<file path="src/rtl/vec_irq_pkg.sv">
package vec_irq_pkg;

  // strobes from the control decoder to the datapath
  typedef struct packed {
    logic wrEnable;
    logic wrPrio;
    logic enterHigh;
    logic enterLow;
    logic leaveHigh;
    logic leaveLow;
  } ctrlStrobes_t;

endpackage

</file>
<file path="src/rtl/vec_irq_pick.sv">
module vec_irq_pick #(
  parameter int N = 5,
  localparam int IDX_W = (N > 1) ? $clog2(N) : 1
) (
  input  logic [N-1:0]     req,
  output logic             hit,
  output logic [IDX_W-1:0] idx
);

  // lowest set index wins
  always_comb begin
    hit = 1'b0;
    idx = '0;
    for (int i = N - 1; i >= 0; i--) begin
      if (req[i]) begin
        hit = 1'b1;
        idx = IDX_W'(i);
      end
    end
  end

endmodule

</file>
<file path="src/rtl/vec_irq_ctrl_seq.sv">
module vec_irq_ctrl_seq
  import vec_irq_pkg::*;
(
  input  logic         clk,
  input  logic         rstN,
  input  logic         regWrEn,
  input  logic         regSel,
  input  logic         ackStrobe,
  input  logic         retStrobe,
  input  logic         irqReq,
  input  logic         winIsHigh,
  input  logic         svcHigh,
  input  logic         svcLow,
  output ctrlStrobes_t strobes
);

  logic takeAck;

  assign takeAck = ackStrobe & ~retStrobe & irqReq;

  always_comb begin
    strobes.wrEnable  = regWrEn & ~regSel;
    strobes.wrPrio    = regWrEn & regSel;
    strobes.enterHigh = takeAck & winIsHigh;
    strobes.enterLow  = takeAck & ~winIsHigh;
    strobes.leaveHigh = retStrobe & svcHigh;
    strobes.leaveLow  = retStrobe & ~svcHigh & svcLow;
  end

  AST_STROBE_EXCL: assert property (@(posedge clk) disable iff (!rstN)
    $onehot0({strobes.enterHigh, strobes.enterLow, strobes.leaveHigh, strobes.leaveLow}));

  AST_RET_BLOCKS_ACK: assert property (@(posedge clk) disable iff (!rstN)
    retStrobe |-> !(strobes.enterHigh || strobes.enterLow));

endmodule

</file>
<file path="src/rtl/vec_irq_datapath.sv">
module vec_irq_datapath
  import vec_irq_pkg::*;
#(
  parameter int NUM_SRC    = 5,
  parameter int DATA_W     = 8,
  parameter int GLOBAL_BIT = 7,
  parameter int VEC_W      = 16,
  parameter int VEC_BASE   = 3,
  parameter int VEC_STRIDE = 8,
  localparam int IDX_W = (NUM_SRC > 1) ? $clog2(NUM_SRC) : 1
) (
  input  logic               clk,
  input  logic               rstN,
  input  logic [NUM_SRC-1:0] srcReq,
  input  logic [DATA_W-1:0]  wrData,
  input  ctrlStrobes_t       strobes,
  output logic               irqReq,
  output logic [VEC_W-1:0]   irqVector,
  output logic               winIsHigh,
  output logic               svcHigh,
  output logic               svcLow
);

  localparam logic [VEC_W-1:0] BASE_V   = VEC_W'(VEC_BASE);
  localparam logic [VEC_W-1:0] STRIDE_V = VEC_W'(VEC_STRIDE);
  localparam logic [VEC_W-1:0] TOP_V    = VEC_W'(VEC_BASE + (NUM_SRC - 1) * VEC_STRIDE);

  logic [NUM_SRC-1:0] enSrc;
  logic               enGlobal;
  logic [NUM_SRC-1:0] prioQ;
  logic [NUM_SRC-1:0] pending;
  logic [NUM_SRC-1:0] hiPend;
  logic [NUM_SRC-1:0] loPend;
  logic               hiHit;
  logic               loHit;
  logic [IDX_W-1:0]   hiIdx;
  logic [IDX_W-1:0]   loIdx;
  logic [IDX_W-1:0]   winIdx;
  logic               useHigh;
  logic               useLow;
  logic               unusedWr;

  assign unusedWr = &{1'b0, wrData[GLOBAL_BIT-1:NUM_SRC]};

  // configuration registers
  always_ff @(posedge clk or negedge rstN) begin
    if (!rstN) begin
      enSrc    <= '0;
      enGlobal <= 1'b0;
      prioQ    <= '0;
    end else begin
      if (strobes.wrEnable) begin
        enSrc    <= wrData[NUM_SRC-1:0];
        enGlobal <= wrData[GLOBAL_BIT];
      end
      if (strobes.wrPrio) prioQ <= wrData[NUM_SRC-1:0];
    end
  end

  // in-service levels
  always_ff @(posedge clk or negedge rstN) begin
    if (!rstN) begin
      svcHigh <= 1'b0;
      svcLow  <= 1'b0;
    end else begin
      if (strobes.leaveHigh)      svcHigh <= 1'b0;
      else if (strobes.enterHigh) svcHigh <= 1'b1;
      if (strobes.leaveLow)       svcLow  <= 1'b0;
      else if (strobes.enterLow)  svcLow  <= 1'b1;
    end
  end

  assign pending = srcReq & enSrc & {NUM_SRC{enGlobal}};
  assign hiPend  = pending & prioQ;
  assign loPend  = pending & ~prioQ;

  // one finder per level
  for (genvar lv = 0; lv < 2; lv++) begin : g_level
    if (lv == 0) begin : g_hi
      vec_irq_pick #(.N(NUM_SRC)) u_pick (.req(hiPend), .hit(hiHit), .idx(hiIdx));
    end else begin : g_lo
      vec_irq_pick #(.N(NUM_SRC)) u_pick (.req(loPend), .hit(loHit), .idx(loIdx));
    end
  end

  assign useHigh   = hiHit & ~svcHigh;
  assign useLow    = ~useHigh & loHit & ~svcHigh & ~svcLow;
  assign irqReq    = useHigh | useLow;
  assign winIsHigh = useHigh;
  assign winIdx    = useHigh ? hiIdx : loIdx;
  assign irqVector = irqReq ? (BASE_V + VEC_W'(winIdx) * STRIDE_V) : '0;

  AST_HIGH_SILENCES: assert property (@(posedge clk) disable iff (!rstN)
    svcHigh |-> !irqReq);

  AST_LOW_ONLY_HIGH: assert property (@(posedge clk) disable iff (!rstN)
    (svcLow && irqReq) |-> winIsHigh);

  AST_GLOBAL_GATE: assert property (@(posedge clk) disable iff (!rstN)
    !enGlobal |-> !irqReq);

  AST_WIN_FLAGGED: assert property (@(posedge clk) disable iff (!rstN)
    irqReq |-> (srcReq[winIdx] && enSrc[winIdx]));

  AST_VEC_RANGE: assert property (@(posedge clk) disable iff (!rstN)
    irqReq |-> (irqVector >= BASE_V && irqVector <= TOP_V));

  AST_ENTER_HIGH: assert property (@(posedge clk) disable iff (!rstN)
    strobes.enterHigh |=> svcHigh);

  AST_RET_HIGH: assert property (@(posedge clk) disable iff (!rstN)
    strobes.leaveHigh |=> !svcHigh);

  AST_RET_LOW: assert property (@(posedge clk) disable iff (!rstN)
    strobes.leaveLow |=> (!svcLow && $stable(svcHigh)));

endmodule

</file>
<file path="src/rtl/vec_irq_ctrl.sv">
module vec_irq_ctrl
  import vec_irq_pkg::*;
#(
  parameter int NUM_SRC    = 5,
  parameter int DATA_W     = 8,
  parameter int GLOBAL_BIT = 7,
  parameter int VEC_W      = 16,
  parameter int VEC_BASE   = 3,
  parameter int VEC_STRIDE = 8,
  localparam int NUM_DEV = NUM_SRC - 1
) (
  input  logic               clk,
  input  logic               rstN,
  input  logic [NUM_DEV-1:0] srcFlags,
  input  logic               serRxFlag,
  input  logic               serTxFlag,
  input  logic               regWrEn,
  input  logic               regSel,
  input  logic [DATA_W-1:0]  regWrData,
  input  logic               ackStrobe,
  input  logic               retStrobe,
  output logic               irqReq,
  output logic [VEC_W-1:0]   irqVector
);

  ctrlStrobes_t       strobes;
  logic [NUM_SRC-1:0] srcReq;
  logic               winIsHigh;
  logic               svcHigh;
  logic               svcLow;

  assign srcReq = {serRxFlag | serTxFlag, srcFlags};

  vec_irq_ctrl_seq u_ctrl (
    .clk(clk), .rstN(rstN), .regWrEn(regWrEn), .regSel(regSel),
    .ackStrobe(ackStrobe), .retStrobe(retStrobe), .irqReq(irqReq),
    .winIsHigh(winIsHigh), .svcHigh(svcHigh), .svcLow(svcLow),
    .strobes(strobes)
  );

  vec_irq_datapath #(
    .NUM_SRC(NUM_SRC), .DATA_W(DATA_W), .GLOBAL_BIT(GLOBAL_BIT),
    .VEC_W(VEC_W), .VEC_BASE(VEC_BASE), .VEC_STRIDE(VEC_STRIDE)
  ) u_path (
    .clk(clk), .rstN(rstN), .srcReq(srcReq), .wrData(regWrData),
    .strobes(strobes), .irqReq(irqReq), .irqVector(irqVector),
    .winIsHigh(winIsHigh), .svcHigh(svcHigh), .svcLow(svcLow)
  );

endmodule

</file>
<file path="config.mk">
export PLATFORM = sky130hd
export DESIGN_NAME = vec_irq_ctrl
export DESIGN_NICKNAME = d
export VERILOG_FILES = /design/src/rtl/vec_irq_pkg.sv /design/src/rtl/vec_irq_pick.sv /design/src/rtl/vec_irq_ctrl_seq.sv /design/src/rtl/vec_irq_datapath.sv /design/src/rtl/vec_irq_ctrl.sv
export SDC_FILE = /design/constraint.sdc
export NUM_CORES = 1
export LEC_CHECK = 0
export ABC_AREA = 1
export BUFFER_PORTS_ARGS = -buffer_cell sky130_fd_sc_hd__buf_2
export CORE_UTILIZATION = 47
export DETAILED_ROUTE_END_ITERATION = 16
export GPL_TIMING_DRIVEN = 1
export PLACE_DENSITY = 0.86
export SYNTH_ARGS = -nofsm -noshare
export SYNTH_HDL_FRONTEND = slang
export SYNTH_SLANG_ARGS = --single-unit
</file>
<file path="constraint.sdc">
create_clock -name clk -period 1.63 [get_ports clk]
set_input_delay 0.163 -clock clk [delete_from_list [all_inputs] [get_ports clk]]
set_output_delay 0.163 -clock clk [all_outputs]
set_load 0.01 [all_outputs]
</file>
# [Yosys cells after proc, flatten, opt, wreduce, memory -nomap -nowiden]
# Index checks and enable logic that the tools add are counted.
[totals] register_bits=13 latchBits=0 out_inout_bits=17 memories=0 wordCells=59 in_bits=20 ram_bits=0 mem_bits_ro=0
[classes] mux=26 order_cmp=0 reduce_logical=2 div_mod_pow=0 addsub=1 shift=0 n_eq_ne=0 n_bitwise=25 mul=0
[ops] operator="$mux 3" n=11
[ops] operator="$and 5x5->5" n=4
[ops] operator="$mux 16" n=1
[ops] operator="$mux 1" n=14
[ops] operator="$and 1x1->1" n=13
[ops] operator="$add 2x6->7 const A" n=1
[ops] operator="$not 1->1" n=5
[ops] operator="$not 5->5" n=1
[ops] operator="$reduce_bool 2->1" n=2
[ops] operator="$or 1x1->1" n=2

# [Logic depth before layout (Yosys ltp)]
# Gate-level depths: netlist (run 1).
[logic_depth] word_depth=19 ltp_mapped=9 depth_no_buf=9

# [By module]
# From an unflattened synthesis (run 1), not the netlist that was laid out.
[unflattened] hier_cells=140 area_unflattened_um2=914.6
[by_module_without_submodules] module="vec_irq_datapath" cells_per_inst=102 seq_area_each_um2=325.3 instances=1 area_per_inst_um2=740.7
[by_module_without_submodules] module="vec_irq_pick" cells_per_inst=11 seq_area_each_um2=0.0 instances=2 area_per_inst_um2=53.8
[by_module_without_submodules] module="vec_irq_ctrl_seq" cells_per_inst=13 seq_area_each_um2=0.0 instances=1 area_per_inst_um2=55.1
[by_module_without_submodules] module="vec_irq_ctrl" cells_per_inst=3 seq_area_each_um2=0.0 instances=1 area_per_inst_um2=11.3

# [Worst setup path before layout (run 1)]
# OpenSTA, ideal clock, no wires.
[synth_path] path_type="reg2out" startpoint="register u_path.enGlobal" endpoint="output irqVector[3]" t_required_ns=1.467 t_arrival_ns=1.192 slack_ns=0.275 path_stages_with_launch=9 n_path_buf=1 cell_sequence="dfrtp_1 buf_6 nand4_2 and2_4 nand2_4 nand2_4 nand2_4 inv_2 nor2_1"
[synth_via] elab_chain_len=14 word_cells_on_any_way=30 classes_between="add/sub (1); mux (20); bitwise (9)"
[synth_lines] item="start: declaration" line_no="vec_irq_datapath.sv:29" text="logic enGlobal;"
[synth_lines] item="start signal: assignment" line_no="vec_irq_datapath.sv:54" text="enGlobal <= wrData[GLOBAL_BIT];"
[synth_lines] item="$and 5x5->5 *" line_no="vec_irq_datapath.sv:73" text="assign pending = srcReq & enSrc & {NUM_SRC{enGlobal}};"
[synth_lines] item="$and 5x5->5" line_no="vec_irq_datapath.sv:74" text="assign hiPend = pending & prioQ;"
[synth_lines] item="$mux 1 (5 in series)" line_no="vec_irq_pick.sv:15" text="if (req[i]) begin"
[synth_lines] item="$and 1x1->1" line_no="vec_irq_datapath.sv:86" text="assign useHigh = hiHit & ~svcHigh;"
[synth_lines] item="$not 1->1" line_no="vec_irq_datapath.sv:87" text="assign useLow = ~useHigh & loHit & ~svcHigh & ~svcLow;"
[synth_lines] item="$and 1x1->1 (3 in series)" line_no="vec_irq_datapath.sv:87"
[synth_lines] item="$or 1x1->1 *" line_no="vec_irq_datapath.sv:88" text="assign irqReq = useHigh | useLow;"
[synth_lines] item="net irqReq" line_no="vec_irq_ctrl.sv:22" text="output logic irqReq,"
[synth_lines] item="$mux 16 *" line_no="vec_irq_datapath.sv:91" text="assign irqVector = irqReq ? (BASE_V + VEC_W'(winIdx) * STRIDE_V) : '0;"
[synth_lines] item="end: declaration" line_no="vec_irq_ctrl.sv:23" text="output logic [VEC_W-1:0] irqVector"
# Mark *: on every way through the listed nets, which the timed path passes. The rest lies on a longest branch.

# [Worst setup path after layout (run 1)]
[layout_path] startpoint="register u_path.enGlobal" endpoint="output irqVector[5]"
[layout_via] elab_chain_len=14 word_cells_on_any_way=32 classes_between="add/sub (1); mux (22); bitwise (9)"
[layout_lines] item="$and 5x5->5 *" line_no="vec_irq_datapath.sv:73"
[layout_lines] item="parallel branches: the longest is 12 deep, another holds $add 2x6->7"
[layout_lines] item="$mux 16 *" line_no="vec_irq_datapath.sv:91"
# Every way passes the cells marked *.

==> key figures, run 1 <==
Die
  • Initial core utilization: 50.7%
  • Cell Rows: 15
  • Core Region: approximately 1800 µm²
  • Io pins: 37
  • Die Y: 45.6 µm
  • Die width: 45.6 µm
  • Die area: 2080 µm²

Detailed routing
  • Vias: around 850
  • DR vias/cell: 4.75
  • Routed len/inst: ~11 µm
  • Iter 0 DRT Violations: 11
  • Final wirelength: 1.88 mm
  • Drt pass-1 iters: 4
  • Residual DRC: 0
  • Post-route ant nets: 0

Worst setup path
  • Crit end category: output pin
  • Worst EP arrival: 1.63 ns
  • Most frequent cell on the critical path: nand2_4
  • Bufs and invs on worst path: 3
  • WP depth: 10
  • Crit Path Max Fanout: 4
  • Critical path class: flop to output pin
  • Crit-path cells: buf_6 > nand2_4 > nor3_4 > nor2_4 > nand2_4 > nand2_4 > nand2_4 > inv_2 > nor2_1 > buf_2
  • Reg-to-reg slack, setup: -0.10 ns
  • Worst r2r dst: u_path.svcLow
  • Critical Path Max Stage Delay: 0.41 ns
  • Crit. Startpoint: u_path.enGlobal
  • CP Data Required Time: 1.47 ns
  • R2R Path Start: u_path.enGlobal
  • Worst r2r path cells: 11
  • CP max-delay cell: dfrtp_2
  • CP endpoint: irqVector[5]
  • Worst setup SP type: flop
  • Top delay family on crit path: simple AND/OR/NAND/NOR gates

Cells and area
  • Post-Layout Cell Count: approximately 180
  • ANT cells: 0
  • Post-route cell area: 1110 µm²
  • Area growth syn-to-layout: 24.5%
  • Final Core Density: 63.1%
  • Fraction of layout cells with a size suffix above 1: 33.3%
  • Final nets: 174

Yosys
  • Sequential share of the synthesized area: 36.4%
  • Most frequent cell after synthesis: nand2_1
  • Synth cell count leaders: nand2_1 (27), o21ai_0 (14), buf_4 (13), dfrtp_1 (13), inv_1 (12)
  • Ys flop type: dfrtp_1
  • Number of synthesized register bits: 13
  • Ys async rst share: 100%
  • Cell Area, Synth: 895 µm²
  • Number of flops mapped to enable cells by yosys: 0
  • Area share of the largest cell type after synthesis: 36.4%
  • Cells after synthesis: between 100 and 150
  • Dominant cell type by area after synthesis: dfrtp_1
  • Yosys cell types: 20
  • Synth warn: 0
  • Top post-synthesis cells by area: dfrtp_1 (36%), nand2_1 (11%), buf_4 (11%), o21ai_0 (7.8%), inv_1 (5.0%)
  • Avg Inst Size Synth: 7.52 µm²

STA
  • Slew Viols, Final: 0
  • RSZ-0062 raised after global routing: true
  • F_max: 558 MHz
  • Fin. Hold Viols: 0
  • Clock Skews: 0.00657 ns
  • Hold Slack: 0.112 ns
  • Final Setup Violations: 7
  • Crit share post-route: 110%
  • Min Tclk post-route: 1.79 ns
  • PnR worst setup slack: -0.162 ns

Clock tree
  • Clk_lat worst skew: 0.27 ns
  • CTS tree: yes
  • # H-tree levels: 1
  • CTS root buffer: clkbuf_4
  • Num CTS Buffers: 3
  • Buffer depth of the longest clock path: 2
  • CTS clk-pin slew, worst paths: 0.08 ns
  • Clk sink count: 13

Placed design
  • PortBufs: 23
  • Post-Place Setup Slack: 0.0114 ns
  • Dpl cell area: 966 µm²
  • Routability cong.: 0.821
  • Placed cells: approximately 160
  • DP HPWL: around 1.3 mm

Run status
  • Failing checks: negative setup slack
  • Status: finished, violations left

GRT
  • Global-route wire length before repair: 3.13 mm
  • Largest net degree at the start of global routing: 14
  • GRT Total Usage: 20.7%
  • Vias in the first global route: 769
  • Initial antenna violation count: 0
  • Total grt overflow: 0

Power and ir drop
  • Peak VDD IR: roughly 0.56 mV
  • Leak Pwr: between 0.6 and 0.7 nW
  • Pwr per Cell Area: between 800 and 900 nW/µm²

Worst hold path
  • Hold WC Path Type: primary input to flop

Flow run
  • Max Cap Viol: 0
## sequential cells by signal, summed over array words and instances, names as in the netlist
signal           count
u_path.svcHigh       1
u_path.svcLow        1
u_path.enSrc         5
u_path.enGlobal      1
u_path.prioQ         5
## per-stage QoR
| stage | power, mW | TNS (ns) |
|---|---|---|
| 2_1_floorplan | 0.645 | 0 |
| 3_3_place_gp | 0.675 | 0 |
| 3_5_place_dp | 0.689 | 0 |
| 4_1_cts | 0.955 | -0.647 |
| 5_1_grt | 1.03 | -1.50 |
| 6_report | 0.965 | -0.791 |
## report_power, final
group / total, mW / internal, mW / switching [mW] / leakage, nW
Sequential: 0.405 / 0.364 / 0.0407 / 0.162
Combinational: 0.360 / 0.162 / 0.198 / 0.445
Clock: 0.201 / 0.0947 / 0.106 / 0.0150
Total: 0.965 / 0.621 / 0.344 / 0.622
## logic make-up after synthesis
group	count (synthesis)	share of synthesized area (%)
other	1	0.419
muxes	1	1.26
and+or+nand+nor	61	35.2
DFF	13	36.4
buffers and inverters	28	18.0
AOI/OAI and AO/OA	15	8.67
## cell usage in the layout (no fill, tap or decap)
master         count
and2_4             1
buf_2             23
buf_4              9
buf_6              2
clkbuf_1           1
clkbuf_4           3
conb_1            11
dfrtp_1           12
dfrtp_2            1
dlygate4sd3_1      1
inv_1             12
inv_2              1
mux2_2             1
nand2_1           26
nand2_2            2
nand2_4            4
nand3_1            6
nand4_1            7
nand4_2            1
nor2_1            11
nor2_4             1
nor3_4             2
o21ai_0           13
o21ai_1            1
o21bai_1           1
## worst reg2reg max path, cell delays in order (launching register included)
cell	delay (ns)
dfrtp_2	0.41
buf_6	0.14
nand2_4	0.07
nor3_4	0.21
nor2_4	0.06
buf_4	0.12
buf_4	0.12
buf_4	0.12
buf_4	0.12
buf_4	0.12
nand4_1	0.07
o21ai_1	0.06
## what timing repair did
item	in CTS	in global routing
buffers inserted	11	0
hold buffers	1	0
pin swaps	11	1
gates resized for setup	9	0
setup endpoints to repair	6	7
hold endpoints to repair	13	0
## final cells by class
type | count | area (µm²)
clock buffer | 4 | 26.3
sequential | 13 | 327
tap | 25 | 31.3
timing repair buffer | 35 | 215
inverter | 13 | 48.8
fill | 172 | 651
multi-input combinational | 88 | 465
## per-layer routing
layer | GRT usage (%) | vias up | share of wire (%)
met2 | 38.6 | 24 | 51
li1 | - | 428 | -
met5 | 0 | - | 0
met3 | 1.19 | 4 | 3.4
met4 | 7.27 | 0 | 1.6
met1 | 24.6 | 390 | 43
## worst min path at each step
stage                            to          from  cells past startpoint
detailed placement  u_path.prioQ[3]          rstN                      1
finish               u_path.svcHigh     retStrobe                      2
CTS                  u_path.svcHigh     retStrobe                      2
global placement    u_path.prioQ[2]          rstN                      1
global route        u_path.enGlobal  regWrData[7]                      2
floorplan           u_path.enGlobal          rstN                      0
No activity file was read; power rests on OpenSTA's default activity.
==> run 2, diff against run 1 <==
BUFFER_PORTS_ARGS = -buffer_cell sky130_fd_sc_hd__buf_4   (was -buffer_cell sky130_fd_sc_hd__buf_2)
CORE_ASPECT_RATIO = 0.75   (was unset)
==> run 2 against run 1 <==
Clock skew is 0.0019 ns lower. Combinational power fell by 5.6%. The flow still finishes with violations (negative setup slack). Flip-flop and latch count unchanged. Clock power hardly changed. Largest cell class unchanged. Setup slack lost 0.047 ns.
==> key figures, run 2 (same netlist as run 1, synthesis figures left out) <==
Worst setup path
  • Crit end category: output pin
  • Critical path class: flop to output pin
  • CP Data Required Time: approximately 1.5 ns
  • Reg-to-reg slack, setup: 0.31 ns
  • Worst setup SP type: flop
  • Crit Path Max Fanout: 7
  • R2R Path Start: u_path.enGlobal
  • Worst EP arrival: 1.68 ns
  • Worst r2r dst: u_path.svcLow
  • Worst r2r path cells: 6

Clock tree
  • CTS tree: yes
  • Clk_lat worst skew: 0.27 ns
  • Num CTS Buffers: 3
  • Buffer depth of the longest clock path: 2
  • CTS clk-pin slew, worst paths: 0.08 ns
  • # H-tree levels: 1
  • Clk sink count: 13
  • CTS root buffer: clkbuf_4

Die
  • Die area: 2080 µm²
  • Initial core utilization: 50.9%
  • Core Region: 1760 µm²
  • Die width: 52.4 µm
  • Die Y: ~40 µm
  • Io pins: 37
  • Cell Rows: 13

GRT
  • Total grt overflow: 0
  • Largest net degree at the start of global routing: 14
  • Initial antenna violation count: 0
  • Vias in the first global route: roughly 740
  • GRT Total Usage: 20.2%
  • Global-route wire length before repair: 2.97 mm

Detailed routing
  • Drt pass-1 iters: 6
  • Vias: slightly above 800
  • Routed len/inst: 11.4 µm
  • Final wirelength: 1.91 mm
  • Post-route ant nets: 0
  • DR vias/cell: 4.84
  • Iter 0 DRT Violations: 26
  • Residual DRC: 0

Run status
  • Failing checks: negative setup slack
  • Status: finished, violations left

Worst hold path
  • Hold WC Path Type: primary input to flop
  • Hold Path Stages: 2
  • Worst Hold Path EP: u_path.svcHigh
  • Hold Crit Start: retStrobe

STA
  • Clock Skews: 0.00468 ns
  • Min Tclk post-route: 1.84 ns
  • PnR worst setup slack: -0.209 ns
  • Fin. Hold Viols: 0
  • Crit share post-route: 113%
  • Slew Viols, Final: 0
  • Hold Slack: 0.0840 ns
  • F_max: 544 MHz
  • RSZ-0062 raised after global routing: true
  • Final Setup Violations: 6

Placed design
  • DP HPWL: 1.44 mm
  • PortBufs: 23
  • Routability cong.: 0.866
  • Dpl cell area: 1030 µm²

Cells and area
  • Commonest non-fill, non-tap cell in the layout: nand2_1
  • Top flop regs: u_path.enSrc: 5 flops, u_path.prioQ: 5 flops
  • Area growth syn-to-layout: 23.6%
  • Final nets: roughly 170
  • Fraction of layout cells with a size suffix above 1: 29.5%
  • Post-route cell area: 1110 µm²
  • ANT cells: 0
  • Fill cell count: ~170
  • Highest-count cells in the layout ignoring fill and taps: nand2_1 (27), buf_4 (26), o21ai_0 (14)

Flow run
  • Max Cap Viol: 0

Power and ir drop
  • Pwr per Cell Area: ~860 nW/µm²
  • Leak Pwr: around 0.6 nW
  • Peak VDD IR: between 0.6 and 0.7 mV
==> run 2: changes by cell type in the layout (fill, tap and decap cells not counted) <==
| cell | change |
|---|---|
| nand4_4 | +1 |
| nor2_2 | +1 |
| nand4_2 | -1 |
| nand2_2 | -1 |
| buf_4 | +17 |
| nor2_4 | -1 |
| nand2_1 | +1 |
| o21ai_0 | +1 |
| buf_2 | -23 |
| o21ai_1 | -1 |
| nor3_4 | -1 |
| buf_6 | -1 |
| nor3_2 | +1 |
==> run 2: per-layer routing <==
metal  GRT usage, %  wire, µm
met5              0         0
met4           7.89         8
met3           2.33       108
met2           38.3       939
met1           23.6       851
==> run 2: what timing repair did <==
| item | CTS | global route |
|---|---|---|
| buffers inserted | 3 | 0 |
| endpoints found under the hold margin | 13 | 0 |
| hold buffers | 1 | 0 |
| cloned | 0 | 0 |
| pin swaps | 5 | 0 |
| resized for setup | 5 | 1 |
| setup endpoints to repair | 6 | 6 |
==> run 2: area by class of cell <==
type | count | area (µm²) | share of cell area (%)
tap | 22 | 27.5 | 2.49
timing repair buffer | 28 | 216 | 19.6
inverter | 13 | 48.8 | 4.41
sequential | 13 | 327 | 29.5
multi-input combinational | 88 | 460 | 41.6
clock buffer | 4 | 26.3 | 2.38
==> run 2: worst max-delay path by stage <==
stage | startpoint | to
5_1_grt | u_path.enGlobal | irqVector[4]
2_1_floorplan | u_path.enGlobal | irqVector[3]
6_report | u_path.enGlobal | irqVector[5]
3_5_place_dp | u_path.enGlobal | irqVector[3]
4_1_cts | u_path.enGlobal | irqVector[5]
3_3_place_gp | u_path.enGlobal | irqVector[5]
==> run 2: critical path, stage by stage, from the launching register on <==
cell and delay [ns]:
dfrtp_2 0.47, buf_4 0.16, nand2_4 0.07, nor3_4 0.05, nor2_2 0.18, nand2_4 0.09, nand2_4 0.09, nand2_4 0.06
inv_2 0.06, nor2_1 0.04, buf_4 0.13
==> run 2: report_power, final <==
| group | internal (mW) | total [mW] | switching [mW] |
|---|---|---|---|
| Clock | 0.0948 | 0.199 | 0.104 |
| Combinational | 0.154 | 0.340 | 0.186 |
| Sequential | 0.364 | 0.409 | 0.0448 |
| Total | 0.613 | 0.947 | 0.334 |
==> run 2: through the flow <==
stage | power [mW] | setup WS [ns] | TNS [ns] | utilization (%) | std cells
2_1_floorplan | 0.645 | 0.275 | 0 | - | 129
3_5_place_dp | 0.726 | -0.00977 | -0.0112 | 58.5 | 160
3_3_place_gp | 0.710 | 0.0630 | 0 | 58.5 | 160
5_1_grt | 1.01 | -0.295 | -1.38 | 63.0 | 168
4_1_cts | 0.946 | -0.198 | -0.910 | 62.6 | 168
6_report | 0.947 | -0.209 | -0.975 | 63.0 | 168
==> run 3, diff against run 2 <==
RECOVER_POWER = 50   (was unset)
==> run 3 against run 2 <==
The flow still finishes with violations (negative setup slack). First-iteration DRC count did not move. Clock-buffer cell count unchanged. Non-clock buffer count stayed put. Clock skew barely moved. Critical path type unchanged. Wire length up 0.26%. Sequential power about the same. Flip-flop and latch count unchanged. Critical endpoint unchanged. Core utilization decreased by 0.21 points. Fmax about the same. Combinational power about the same.
==> key figures, run 3 (same netlist as run 1, synthesis figures left out) <==
GRT
  • Total grt overflow: 0
  • Initial antenna violation count: 0
  • Global-route wire length before repair: 2.97 mm
  • Largest net degree at the start of global routing: 14
  • Vias in the first global route: 739
  • GRT Total Usage: 20.2%

Detailed routing
  • Routed len/inst: 11.4 µm
  • Residual DRC: 0
  • DR vias/cell: 4.82
  • Post-route ant nets: 0
  • Vias: 810
  • Iter 0 DRT Violations: 26
  • Final wirelength: 1.91 mm
  • Drt pass-1 iters: 4

Placed design
  • DP HPWL: 1.44 mm
  • PortBufs: 23
  • Routability cong.: 0.866
  • Dpl cell area: 1030 µm²

Worst setup path
  • Crit Path Max Fanout: 7
  • Crit end category: output pin
  • Worst r2r path cells: 6
  • Crit. Startpoint: u_path.enGlobal
  • CP endpoint: irqVector[5]
  • Worst r2r dst: u_path.svcLow
  • Most frequent cell on the critical path: nand2_4
  • CP max-delay cell: dfrtp_2
  • Reg-to-reg slack, setup: 0.31 ns
  • Crit-path cells: buf_4 > nand2_4 > nor3_4 > nor2_2 > nand2_4 > nand2_4 > nand2_4 > inv_2 > nor2_1 > buf_4
  • Worst EP arrival: approximately 1.7 ns
  • Critical Path Max Stage Delay: 0.47 ns
  • Critical path class: flop to output pin
  • CP Data Required Time: 1.47 ns
  • R2R Path Start: u_path.enGlobal
  • Worst setup SP type: flop

Cells and area
  • Post-route cell area: between 1000 and 1500 µm²
  • Top flop regs: u_path.enSrc: 5 flops, u_path.prioQ: 5 flops
  • Final Core Density: 62.7%
  • Highest-count cells in the layout ignoring fill and taps: nand2_1 (27), buf_4 (25), o21ai_0 (14)
  • Commonest non-fill, non-tap cell in the layout: nand2_1
  • ANT cells: 0
  • Area growth syn-to-layout: 23.2%
  • Fraction of layout cells with a size suffix above 1: 28.8%
  • Final nets: 167

Run status
  • Status: finished, violations left
  • Failing checks: negative setup slack

STA
  • Least-Margin Pin Slew: 0.693 ns
  • Clock Skews: 0.00469 ns
  • Fin. Hold Viols: 0
  • PnR worst setup slack: -0.209 ns
  • Slew Viols, Final: 0
  • F_max: 544 MHz
  • Max_slew headroom: between 50 and 60%
  • Final Setup Violations: 6
  • RSZ-0062 raised after global routing: true
  • Crit share post-route: 113%
  • Setup TNS: -0.976 ns
  • Min Tclk post-route: about 1.8 ns

Clock tree
  • Clk_lat worst skew: 0.27 ns
  • # H-tree levels: 1
  • Num CTS Buffers: 3
  • Clk sink count: 13
  • CTS root buffer: clkbuf_4
  • CTS clk-pin slew, worst paths: approximately 0.080 ns
  • CTS tree: yes
  • Buffer depth of the longest clock path: 2

Die
  • Initial core utilization: 50.9%
  • Die Y: a little under 40 µm
  • Core Region: 1760 µm²
  • Io pins: 37
  • Die width: ~52 µm
  • Die area: 2080 µm²
  • Cell Rows: 13

Power and ir drop
  • Reg power frac: 43.2%
  • Comb pwr share: 35.8%
  • Sw frac: 35.4%
  • Internal power: 0.611 mW
  • Clock power share: 21.0%
  • Peak VDD IR: 0.616 mV
  • Sw power: between 0.3 and 0.4 mW
  • Leak Pwr: between 0.5 and 0.6 nW
  • Pwr per Cell Area: 858 nW/µm²

Flow run
  • Max Cap Viol: 0

Worst hold path
  • Hold WC Path Type: primary input to flop
[run 3: cell types whose count changed in the layout (fill, tap and decap cells not counted)]
cell / change
buf_4: -1
clkbuf_1: +1
[run 3: timing repair]
item                       in CTS  in global routing
setup buffers                   3                  0
pin swaps                       5                  0
hold buffers                    1                  0
hold endpoints to repair       13                  0
cloned                          0                  0
resized for setup               5                  1
setup endpoints to repair       6                  6
[run 3: final cells by class]
type,count,area (µm²)
Clock buffer,4,26.3
Timing Repair Buffer,28,213
Fill cell,167,654
Sequential cell,13,327
Inverter,13,48.8
Tap cell,22,27.5
Multi-Input combinational cell,88,460
[run 3: layer usage]
layer  GRT usage (%)  wire [µm]
met2            38.3        949
met3            2.33        109
met4            7.89          8
met1            23.6        845
met5               0          0
[run 3: metrics by stage]
stage | instances | worst slack [ns] | total power [mW] | hold WS [ns]
after floorplan | 129 | 0.275 | 0.645 | -0.133
after global placement | 160 | 0.0630 | 0.710 | 0.0114
after detailed placement | 160 | -0.00977 | 0.726 | 0.0162
after CTS | 168 | -0.198 | 0.946 | 0.0863
after global routing | 168 | -0.295 | 1.01 | 0.0921
final | 168 | -0.209 | 0.946 | 0.0840
[run 3: worst min-delay path by stage]
stage / from / end / slack, ns / cells past startpoint
floorplan: rstN / u_path.enGlobal / -0.13 / 0
global placement: rstN / u_path.enSrc[3] / 0.01 / 1
detailed placement: rstN / u_path.enSrc[3] / 0.02 / 1
CTS: retStrobe / u_path.svcHigh / 0.09 / 2
global route: retStrobe / u_path.svcHigh / 0.09 / 2
finish: retStrobe / u_path.svcHigh / 0.08 / 2
[run 3: critical path, delay by kind of cell (launching register included)]
kind	cells	cell delay [ns]
simple gates	7	0.58
flops	1	0.47
buf+inv	3	0.35
[run 3: power by group through the flow]
stage / Clock [mW] / Combinational, mW / Sequential [mW]
finish: 0.199 / 0.338 / 0.409
detailed placement: 0 / 0.311 / 0.414
global route: 0.218 / 0.380 / 0.411
global placement: 0 / 0.300 / 0.410
floorplan: 0 / 0.249 / 0.395
CTS: 0.201 / 0.338 / 0.406
